## config.mk

```make
export PLATFORM = sky130hd
export DESIGN_NAME = dma_irq_status
export DESIGN_NICKNAME = d
export VERILOG_FILES = /design/src/rtl/dma_irq_status.sv
export SDC_FILE = /design/constraint.sdc
export NUM_CORES = 1
export LEC_CHECK = 0
export BUFFER_PORTS_ARGS = -buffer_cell sky130_fd_sc_hd__buf_2
export CAP_MARGIN = 5
export CORE_AREA = 5 5 86 88
export CTS_CLUSTER_DIAMETER = 80
export DETAILED_ROUTE_END_ITERATION = 12
export DIE_AREA = 0 0 91 93
export HOLD_SLACK_MARGIN = 0.05
export PLACE_DENSITY = 0.71
export SLEW_MARGIN = 25
export SYNTH_ARGS = -nofsm -noshare
export SYNTH_HDL_FRONTEND = slang
export SYNTH_SLANG_ARGS = --single-unit
```

## constraint.sdc

```tcl
create_clock -name clk -period 3.59 [get_ports clk]
set_input_delay 0.718 -clock clk [delete_from_list [all_inputs] [get_ports clk]]
set_output_delay 0.718 -clock clk [all_outputs]
set_load 0.02 [all_outputs]
```

## src/rtl/dma_irq_status.sv

```systemverilog
module dma_irq_status #(
  parameter int STD_LIMIT   = 2048,
  parameter int JUMBO_LIMIT = 10240,
  parameter int BYTES_W     = 4,
  parameter int CNT_W       = 15
) (
  input  logic               clk,
  input  logic               rst_n,
  input  logic               ev_tx_done,
  input  logic               ev_tx_stop,
  input  logic               ev_tx_nobuf,
  input  logic               ev_rx_done,
  input  logic               ev_rx_nobuf,
  input  logic               ev_rx_stop,
  input  logic               ev_tx_early,
  input  logic               ev_rx_early,
  input  logic               ev_bus_fault,
  input  logic [2:0]         bus_err_code,
  input  logic               rx_beat,
  input  logic               rx_sop,
  input  logic [BYTES_W-1:0] rx_bytes,
  input  logic               jumbo_en,
  input  logic               ien_wr,
  input  logic [15:0]        ien_wdata,
  input  logic               sts_wr,
  input  logic [15:0]        sts_wdata,
  output logic [31:0]        sts_rdata,
  output logic [15:0]        ien_rdata,
  output logic               irq
);
  localparam logic [15:0] ABN_MASK  = 16'h1582;
  localparam logic [15:0] NRM_MASK  = 16'h0845;
  localparam logic [15:0] FLAG_MASK = ABN_MASK | NRM_MASK | 16'h0200;
  localparam logic [15:0] EN_MASK   = ABN_MASK | NRM_MASK | 16'hC000;
  localparam logic [CNT_W:0] LIM_STD = (CNT_W+1)'(STD_LIMIT);
  localparam logic [CNT_W:0] LIM_JMB = (CNT_W+1)'(JUMBO_LIMIT);

  logic [15:0]      st, en, ev, clr;
  logic [2:0]       code;
  logic [CNT_W-1:0] cnt;
  logic             fired;

  logic [CNT_W:0]   base, sum, limit;
  logic             fired_b, wd_hit, abn, nrm;

  assign limit   = jumbo_en ? LIM_JMB : LIM_STD;
  assign base    = rx_sop ? '0 : {1'b0, cnt};
  assign fired_b = rx_sop ? 1'b0 : fired;
  assign sum     = base + (CNT_W+1)'(rx_bytes);
  assign wd_hit  = rx_beat && !fired_b && (sum > limit);

  assign ev  = {3'b000, ev_bus_fault, ev_rx_early, ev_tx_early, wd_hit,
                ev_rx_stop, ev_rx_nobuf, ev_rx_done, 3'b000,
                ev_tx_nobuf, ev_tx_stop, ev_tx_done};
  assign clr = sts_wr ? sts_wdata : 16'h0000;

  always_ff @(posedge clk or negedge rst_n) begin
    if (!rst_n) begin
      st    <= '0;
      en    <= '0;
      code  <= '0;
      cnt   <= '0;
      fired <= 1'b0;
    end else begin
      st <= ((st & ~clr) | ev) & FLAG_MASK;
      if (ien_wr) en <= ien_wdata & EN_MASK;
      if (ev[12] && !st[12])      code <= bus_err_code;
      else if (clr[12] && !ev[12]) code <= '0;
      if (rx_beat) begin
        fired <= fired_b | wd_hit;
        if (!(fired_b || wd_hit)) cnt <= sum[CNT_W-1:0];
      end
    end
  end

  assign abn = en[14] & (|(st & en & ABN_MASK));
  assign nrm = en[15] & (|(st & en & NRM_MASK));

  assign sts_rdata = {13'b0, code, ({nrm, abn, 14'b0} | st)};
  assign ien_rdata = en;
  assign irq       = abn | nrm;
endmodule

```

==> metrics.csv, run 1 <==
metric;value;unit
status;complete, but fails checks;
violations;setup timing;
synth.top_cell.area_share;0.3933;
dr.pass1.iters;4;
die_y;93;µm
drt_iter0_drc;121;
hold_slack;0.3872;ns
grt_pass1_wl;10.49;mm
overflow;0;
drive_gt1_frac;0.4124;
end_kind;flop;
io-pin-count;104;
postRouteAntennaNets;0;
async_flop_share;1.000;
syn-instance-count;255;
powerDensity;443.1;nW/µm²
finalSetupViolations;15;
synth_edf_count;0;
worstPathArrival;3.87;ns
start_util;0.3874;
fin_worst_skew;0.004833;ns
n_antenna_cell;0;
dieArea;8463;µm²
clk_path_buf_depth;2;
dr_wl_met2;3.044;mm
cts_tree;built;
fp.dieW;91;µm
period_needed;3.685;ns
nNetsFinal;414;
tightestPinTransition;0.5207;ns
drt-total-wl;6.455;mm
report.final.slew_viol_count;0;
wl_met1;2.818;mm
fin_crit_sh;1.026;
maxCapViolCount;0;
min_path_type;input port to asynchronous set/reset pin;
fmax;0.2714;GHz
p_leak;1.606;nW
worst_slew_margin_rel;0.6505;
port_buffers;70;
gp_congestion;0.8851;
cts_buffers;5;
area_delta_synth_final;28.81;%
required;3.78;ns
clkTransAtPathRegs;0.08;ns
htree_levels;2;
ir_worst_vdd;211.2;µV
grt_max_degree;41;
synth_flop_cell;dfrtp_1;
place_ws;-0.5172;ns
seq_area_frac_synth;0.3933;
path_class;input port to flop;
dpl.hpwl;4.848;mm
clkLatencyLatePin;0.30;ns
vias;2226;
finalHoldViolCount;0;
netlist_area;2545;µm²
synth.largest_area_cell;dfrtp_1;
yosys_warnings;0;
rows;30;
rsz0062_at_grt;true;
crit_fanout;8;
antenna_found_initial;0;
syn_area_per_cell;9.980;µm²
cts_root_buf;clkbuf_8;
synth.area.top_cells;dfrtp_1 (39%), buf_4 (7.4%), mux2_2 (6.6%), a21o_1 (3.8%), nand2_1 (3.7%);
cp-start-kind;input port;
top_layer;met4;
grt_use_total;0.1516;
synthDistinctLibCells;60;
cts_sinks;40;
wire_per_inst;14.87;µm
cts_hold_buf;0;
route.met3.wl;517;µm
drc_errors;0;
setup_ws;-0.09490;ns
coreArea;6569;µm²
via_per_inst;5.129;
grt_pass1_vias;2224;
synth-seq-cells;40;
==> cells in the mapped netlist (all sizes together) (2+ instances only) <==
cell     instances
inv              7
or4              3
o21ai           14
and3             3
nor2            10
buf             29
xor2             3
nor3             4
nor2b            6
clkbuf           4
a21boi           3
nand3            7
ha               5
or2              2
nand2           25
o21a             2
o22ai            3
a21o            13
or3              2
a22oi            4
a21oi            6
a2bb2oi          4
dfrtp           40
o311ai           2
mux2            21
a211oi           2
and2             3
==> worst max-delay path, stage by stage <==
cell and delay [ns]:
buf_8 0.11, nor2b_4 0.13, ha_4 0.20, a211o_1 0.28, a21oi_2 0.19, nor3_2 0.07
nand3_1 0.10, xor2_1 0.14, nor2_1 0.07, ha_1 0.32, o21ai_1 0.07, or4_4 0.44
o31ai_4 0.09, o2111ai_2 0.20, a21oi_4 0.38, mux2_1 0.36
==> cell usage in the layout, fill, tap and decap left out, drive strengths merged, types with 2 or more instances in the layout <==
cell type / count
buf: 103
dfrtp: 40
nand2: 25
conb: 22
mux2: 21
o21ai: 14
a21o: 13
nor2: 10
inv: 8
nand3: 7
nor2b: 6
a21oi: 6
clkbuf: 5
ha: 5
a22oi: 4
nor3: 4
a2bb2oi: 4
and2: 3
xor2: 3
a21boi: 3
o22ai: 3
and3: 3
or4: 3
o21a: 2
o311ai: 2
or2: 2
or3: 2
a211oi: 2
clkinv: 2
==> power breakdown <==
group / switching, mW / total [mW] / internal, mW / leakage [nW]
clock: 0.170 / 0.308 / 0.138 / 0.0445
sequential: 0.0404 / 0.557 / 0.517 / 0.478
combinational: 0.308 / 0.587 / 0.279 / 1.08
total: 0.519 / 1.45 / 0.934 / 1.61
==> through the flow <==
step / cell area [µm²] / power, mW / utilization / setup TNS [ns] / instances
2_1_floorplan: 2665 / 0.9384 / - / -7.298 / 276
3_3_place_gp: 3072 / 1.102 / 0.4676 / -6.839 / 420
3_5_place_dp: 3072 / 1.118 / 0.4676 / -7.509 / 420
4_1_cts: 3251 / 1.457 / 0.4949 / -0.3009 / 433
5_1_grt: 3278 / 1.551 / 0.4990 / -3.339 / 434
6_report: 3278 / 1.453 / 0.4990 / -0.7891 / 434
==> final cells by class <==
cell class | instances | area [µm²]
fill | 626 | 3291
multi-input combinational | 195 | 1439
sequential | 40 | 1001
timing repair buffer | 103 | 618.1
tap | 80 | 100.1
clock buffer | 5 | 68.82
inverter | 8 | 30.03
clock inverter | 3 | 21.27
==> metal layers <==
metal,vias to the layer above,global-route usage
li1,1078,-
met1,1052,0.1906
met2,90,0.2524
met3,6,0.04264
met4,0,0.04768
met5,-,0
==> timing repair <==
item,CTS,global route
setup endpoints to repair,16,17
pin swaps,4,1
buffers inserted,5,2
gates resized for setup,11,4
==> path summary, 6_finish.rpt <==
kind | from | end | slack, ns | cells after the start
worst max-delay path | rx_sop | cnt[0] | -0.09 | 16
worst min register to register | cnt[2] | cnt[2] | 0.48 | 1
min in group clk | cnt[2] | cnt[2] | 0.48 | 1
max in group asynchronous | rst_n | cnt[5] | 2.84 | 1
worst min-delay path | rst_n | code[0] | 0.39 | 1
worst max register to register | cnt[0] | cnt[0] | 0.01 | 15
==> cell families (layout without fill, tap and decap cells) <==
logic type | Yosys count | after routing | share of synthesized area
simple gates | 74 | 74 | 0.1593
compound gates | 68 | 68 | 0.2075
buf+inv | 41 | 119 | 0.09931
flops | 40 | 40 | 0.3933
mux | 21 | 21 | 0.09292
fa+ha+maj | 6 | 6 | 0.03245
xor+xnor | 4 | 4 | 0.01377
other cells | 1 | 22 | 0.001474
==> registers in the layout, indices dropped and copies added, names as in the netlist <==
signal	count
st	10
fired	1
code	3
cnt	15
ien_rdata	11
Power figures use the tool's default switching activity.
==> run 2, diff against run 1 <==
--- a/config.mk
+++ b/config.mk
@@ -7,12 +7,13 @@
 export LEC_CHECK = 0
 export BUFFER_PORTS_ARGS = -buffer_cell sky130_fd_sc_hd__buf_2
 export CAP_MARGIN = 5
-export CORE_AREA = 5 5 86 88
+export CORE_AREA = 5 5 83 85
 export CTS_CLUSTER_DIAMETER = 80
 export DETAILED_ROUTE_END_ITERATION = 12
-export DIE_AREA = 0 0 91 93
+export DIE_AREA = 0 0 88 90
 export HOLD_SLACK_MARGIN = 0.05
-export PLACE_DENSITY = 0.71
+export PLACE_DENSITY = 0.75
+export REMOVE_ABC_BUFFERS = 1
 export SLEW_MARGIN = 25
 export SYNTH_ARGS = -nofsm -noshare
 export SYNTH_HDL_FRONTEND = slang
==> metrics.csv, run 2 (same netlist as run 1, synthesis figures left out) <==
metric;value;unit;change
fin_crit_sh;1.066;;was 1.026
cts_tree;built;;unchanged
layout_common_cells;buf_2 (69), dfrtp_1 (40), buf_4 (30);;was buf_2 (68), dfrtp_1 (40), buf_4 (32)
gp_congestion;0.8354;;was 0.8851
n_antenna_cell;0;;unchanged
status;complete, but fails checks;;unchanged
largest_reg_flops;15;;unchanged
dieArea;7920;µm²;was 8463 µm²
rr_endpoint;cnt[1];;was cnt[0]
fmax;0.2614;GHz;was 0.2714 GHz
fp.dieW;88;µm;was 91 µm
setup_ws;-0.2362;ns;was -0.09490 ns
drive_gt1_frac;0.4394;;was 0.4124
fin_setup_tns;-2.987;ns;was -0.7891 ns
cp-start-kind;input port;;unchanged
largest-register;cnt;;unchanged
grt_pass1_wl;10.94;mm;was 10.49 mm
wire_per_inst;15.42;µm;was 14.87 µm
clk_path_buf_depth;2;;unchanged
placed_area;3035;µm²;was 3072 µm²
rows;29;;was 30
nNetsFinal;415;;was 414
finalSetupViolations;17;;was 15
p_leak;1.629;nW;was 1.606 nW
worstPathArrival;4.01;ns;was 3.87 ns
clkTransAtPathRegs;0.08;ns;about the same
fin_worst_skew;0.005031;ns;was 0.004833 ns
dr.pass1.iters;4;;unchanged
min_path_type;flop to flop;;was input port to asynchronous set/reset pin
fill_cells;556;;was 626
overflow;0;;unchanged
cts_root_buf;clkbuf_8;;unchanged
violations;setup timing;;unchanged
tightestPinTransition;0.8797;ns;was 0.5207 ns
drt_iter0_drc;84;;was 121
postRouteAntennaNets;0;;unchanged
worstHoldPathCells;1;;
antenna_found_initial;0;;unchanged
report.final.slew_viol_count;0;;unchanged
mostFrequentLayoutCell;buf_2;;unchanged
grt_use_total;0.1706;;was 0.1516
end_kind;flop;;unchanged
finalInstanceArea;3359;µm²;was 3278 µm²
port_buffers;70;;unchanged
drc_errors;0;;unchanged
crit_fanout;5;;was 8
io-pin-count;104;;unchanged
required;3.78;ns;about the same
vias;2251;;was 2226
regArea;1001;µm²;unchanged
cts_sinks;40;;unchanged
area_delta_synth_final;32.01;%;was 28.81%
rrSetupSlack;-0.12;ns;was 0.01 ns
grt_pass1_vias;2377;;was 2224
period_needed;3.826;ns;was 3.685 ns
multiInputGateArea;1524;µm²;was 1439 µm²
rsz0062_at_grt;true;;unchanged
htree_levels;2;;unchanged
worst_slew_margin_rel;0.4135;;was 0.6505
path_class;input port to flop;;unchanged
powerDensity;442.0;nW/µm²;was 443.1 nW/µm²
via_per_inst;5.211;;was 5.129
drt-total-wl;6.660;mm;was 6.455 mm
hp-start;cnt[3];;
coreArea;6132;µm²;was 6569 µm²
power;1.485;mW;was 1.453 mW
start_util;0.4150;;was 0.3874
dpl.hpwl;4.710;mm;was 4.848 mm
reg2reg_depth;15;;unchanged
hold_end;cnt[3];;
maxCapViolCount;0;;unchanged
ir_worst_vdd;262.5;µV;was 211.2 µV
regToRegStartpoint;cnt[1];;was cnt[0]
cts_buffers;5;;unchanged
clkLatencyLatePin;0.29;ns;was 0.30 ns
die_y;90;µm;was 93 µm
place_ws;-0.6853;ns;was -0.5172 ns
finalHoldViolCount;0;;unchanged
grt_max_degree;41;;unchanged
cts_hold_buf;0;;unchanged
-- run 2: changes by cell type in the layout (fill, tap and decap cells not counted), moves of 2 or more --
cell	previous run	this run
buf_4	32	30
nor2b_1	5	3
mux2_4	3	6
mux2_1	3	0
ha_1	4	2
-- run 2: layout make-up --
| cell class | instances | share of cell area |
|---|---|---|
| well taps | 77 | 0.02868 |
| clock inverters | 2 | 0.004842 |
| repair buffers | 103 | 0.1844 |
| multi-input cells | 196 | 0.4536 |
| flip-flops and latches | 40 | 0.2980 |
| clock buffers | 6 | 0.02160 |
| inverters | 8 | 0.008939 |
-- run 2: stage by stage --
step           hold slack (ns)  cells  utilization
6_report                0.5100    432       0.5478
5_1_grt                 0.5283    432       0.5478
4_1_cts                 0.4876    429       0.5295
3_5_place_dp            0.4681    415       0.4950
3_3_place_gp            0.4627    415       0.4950
2_1_floorplan           0.4224    243            -
-- run 2: critical path: stages --
cell	delay (ns)
buf_8	0.10
nor2b_4	0.12
ha_4	0.20
a211o_1	0.33
a21oi_2	0.21
nor3_2	0.08
nand3_1	0.10
xor2_1	0.17
nor2_1	0.09
ha_1	0.33
or4b_1	0.43
or3_1	0.35
and3_4	0.20
nand3b_4	0.12
a21oi_4	0.12
mux2_4	0.34
-- run 2: power by group --
part           leakage, nW  internal, mW  switching [mW]
Combinational         1.11         0.303           0.309
Sequential           0.478         0.517          0.0494
Clock               0.0414         0.138           0.169
-- run 2: worst max path at each step --
stage,from,end,depth (start not counted)
floorplan,rx_sop,cnt[1],15
global placement,rx_sop,cnt[0],16
detailed placement,rx_sop,cnt[1],16
CTS,rx_sop,cnt[11],18
global route,rx_sop,cnt[13],16
finish,rx_sop,cnt[1],16
-- run 2: per-layer routing --
| layer | GRT usage | up-vias | share of wire |
|---|---|---|---|
| met5 | 0 | - | 0 |
| met4 | 0.06394 | 0 | 0.019 |
| met3 | 0.06216 | 12 | 0.10 |
| met2 | 0.2601 | 119 | 0.46 |
| met1 | 0.2187 | 1037 | 0.41 |
| li1 | - | 1083 | - |
-- run 2: repair_timing --
| action | in CTS | in global routing |
|---|---|---|
| pin swaps | 4 | 11 |
| setup buffers | 5 | 4 |
| setup endpoints to repair | 17 | 17 |
| resized for setup | 19 | 17 |
| gates cloned | 1 | 0 |
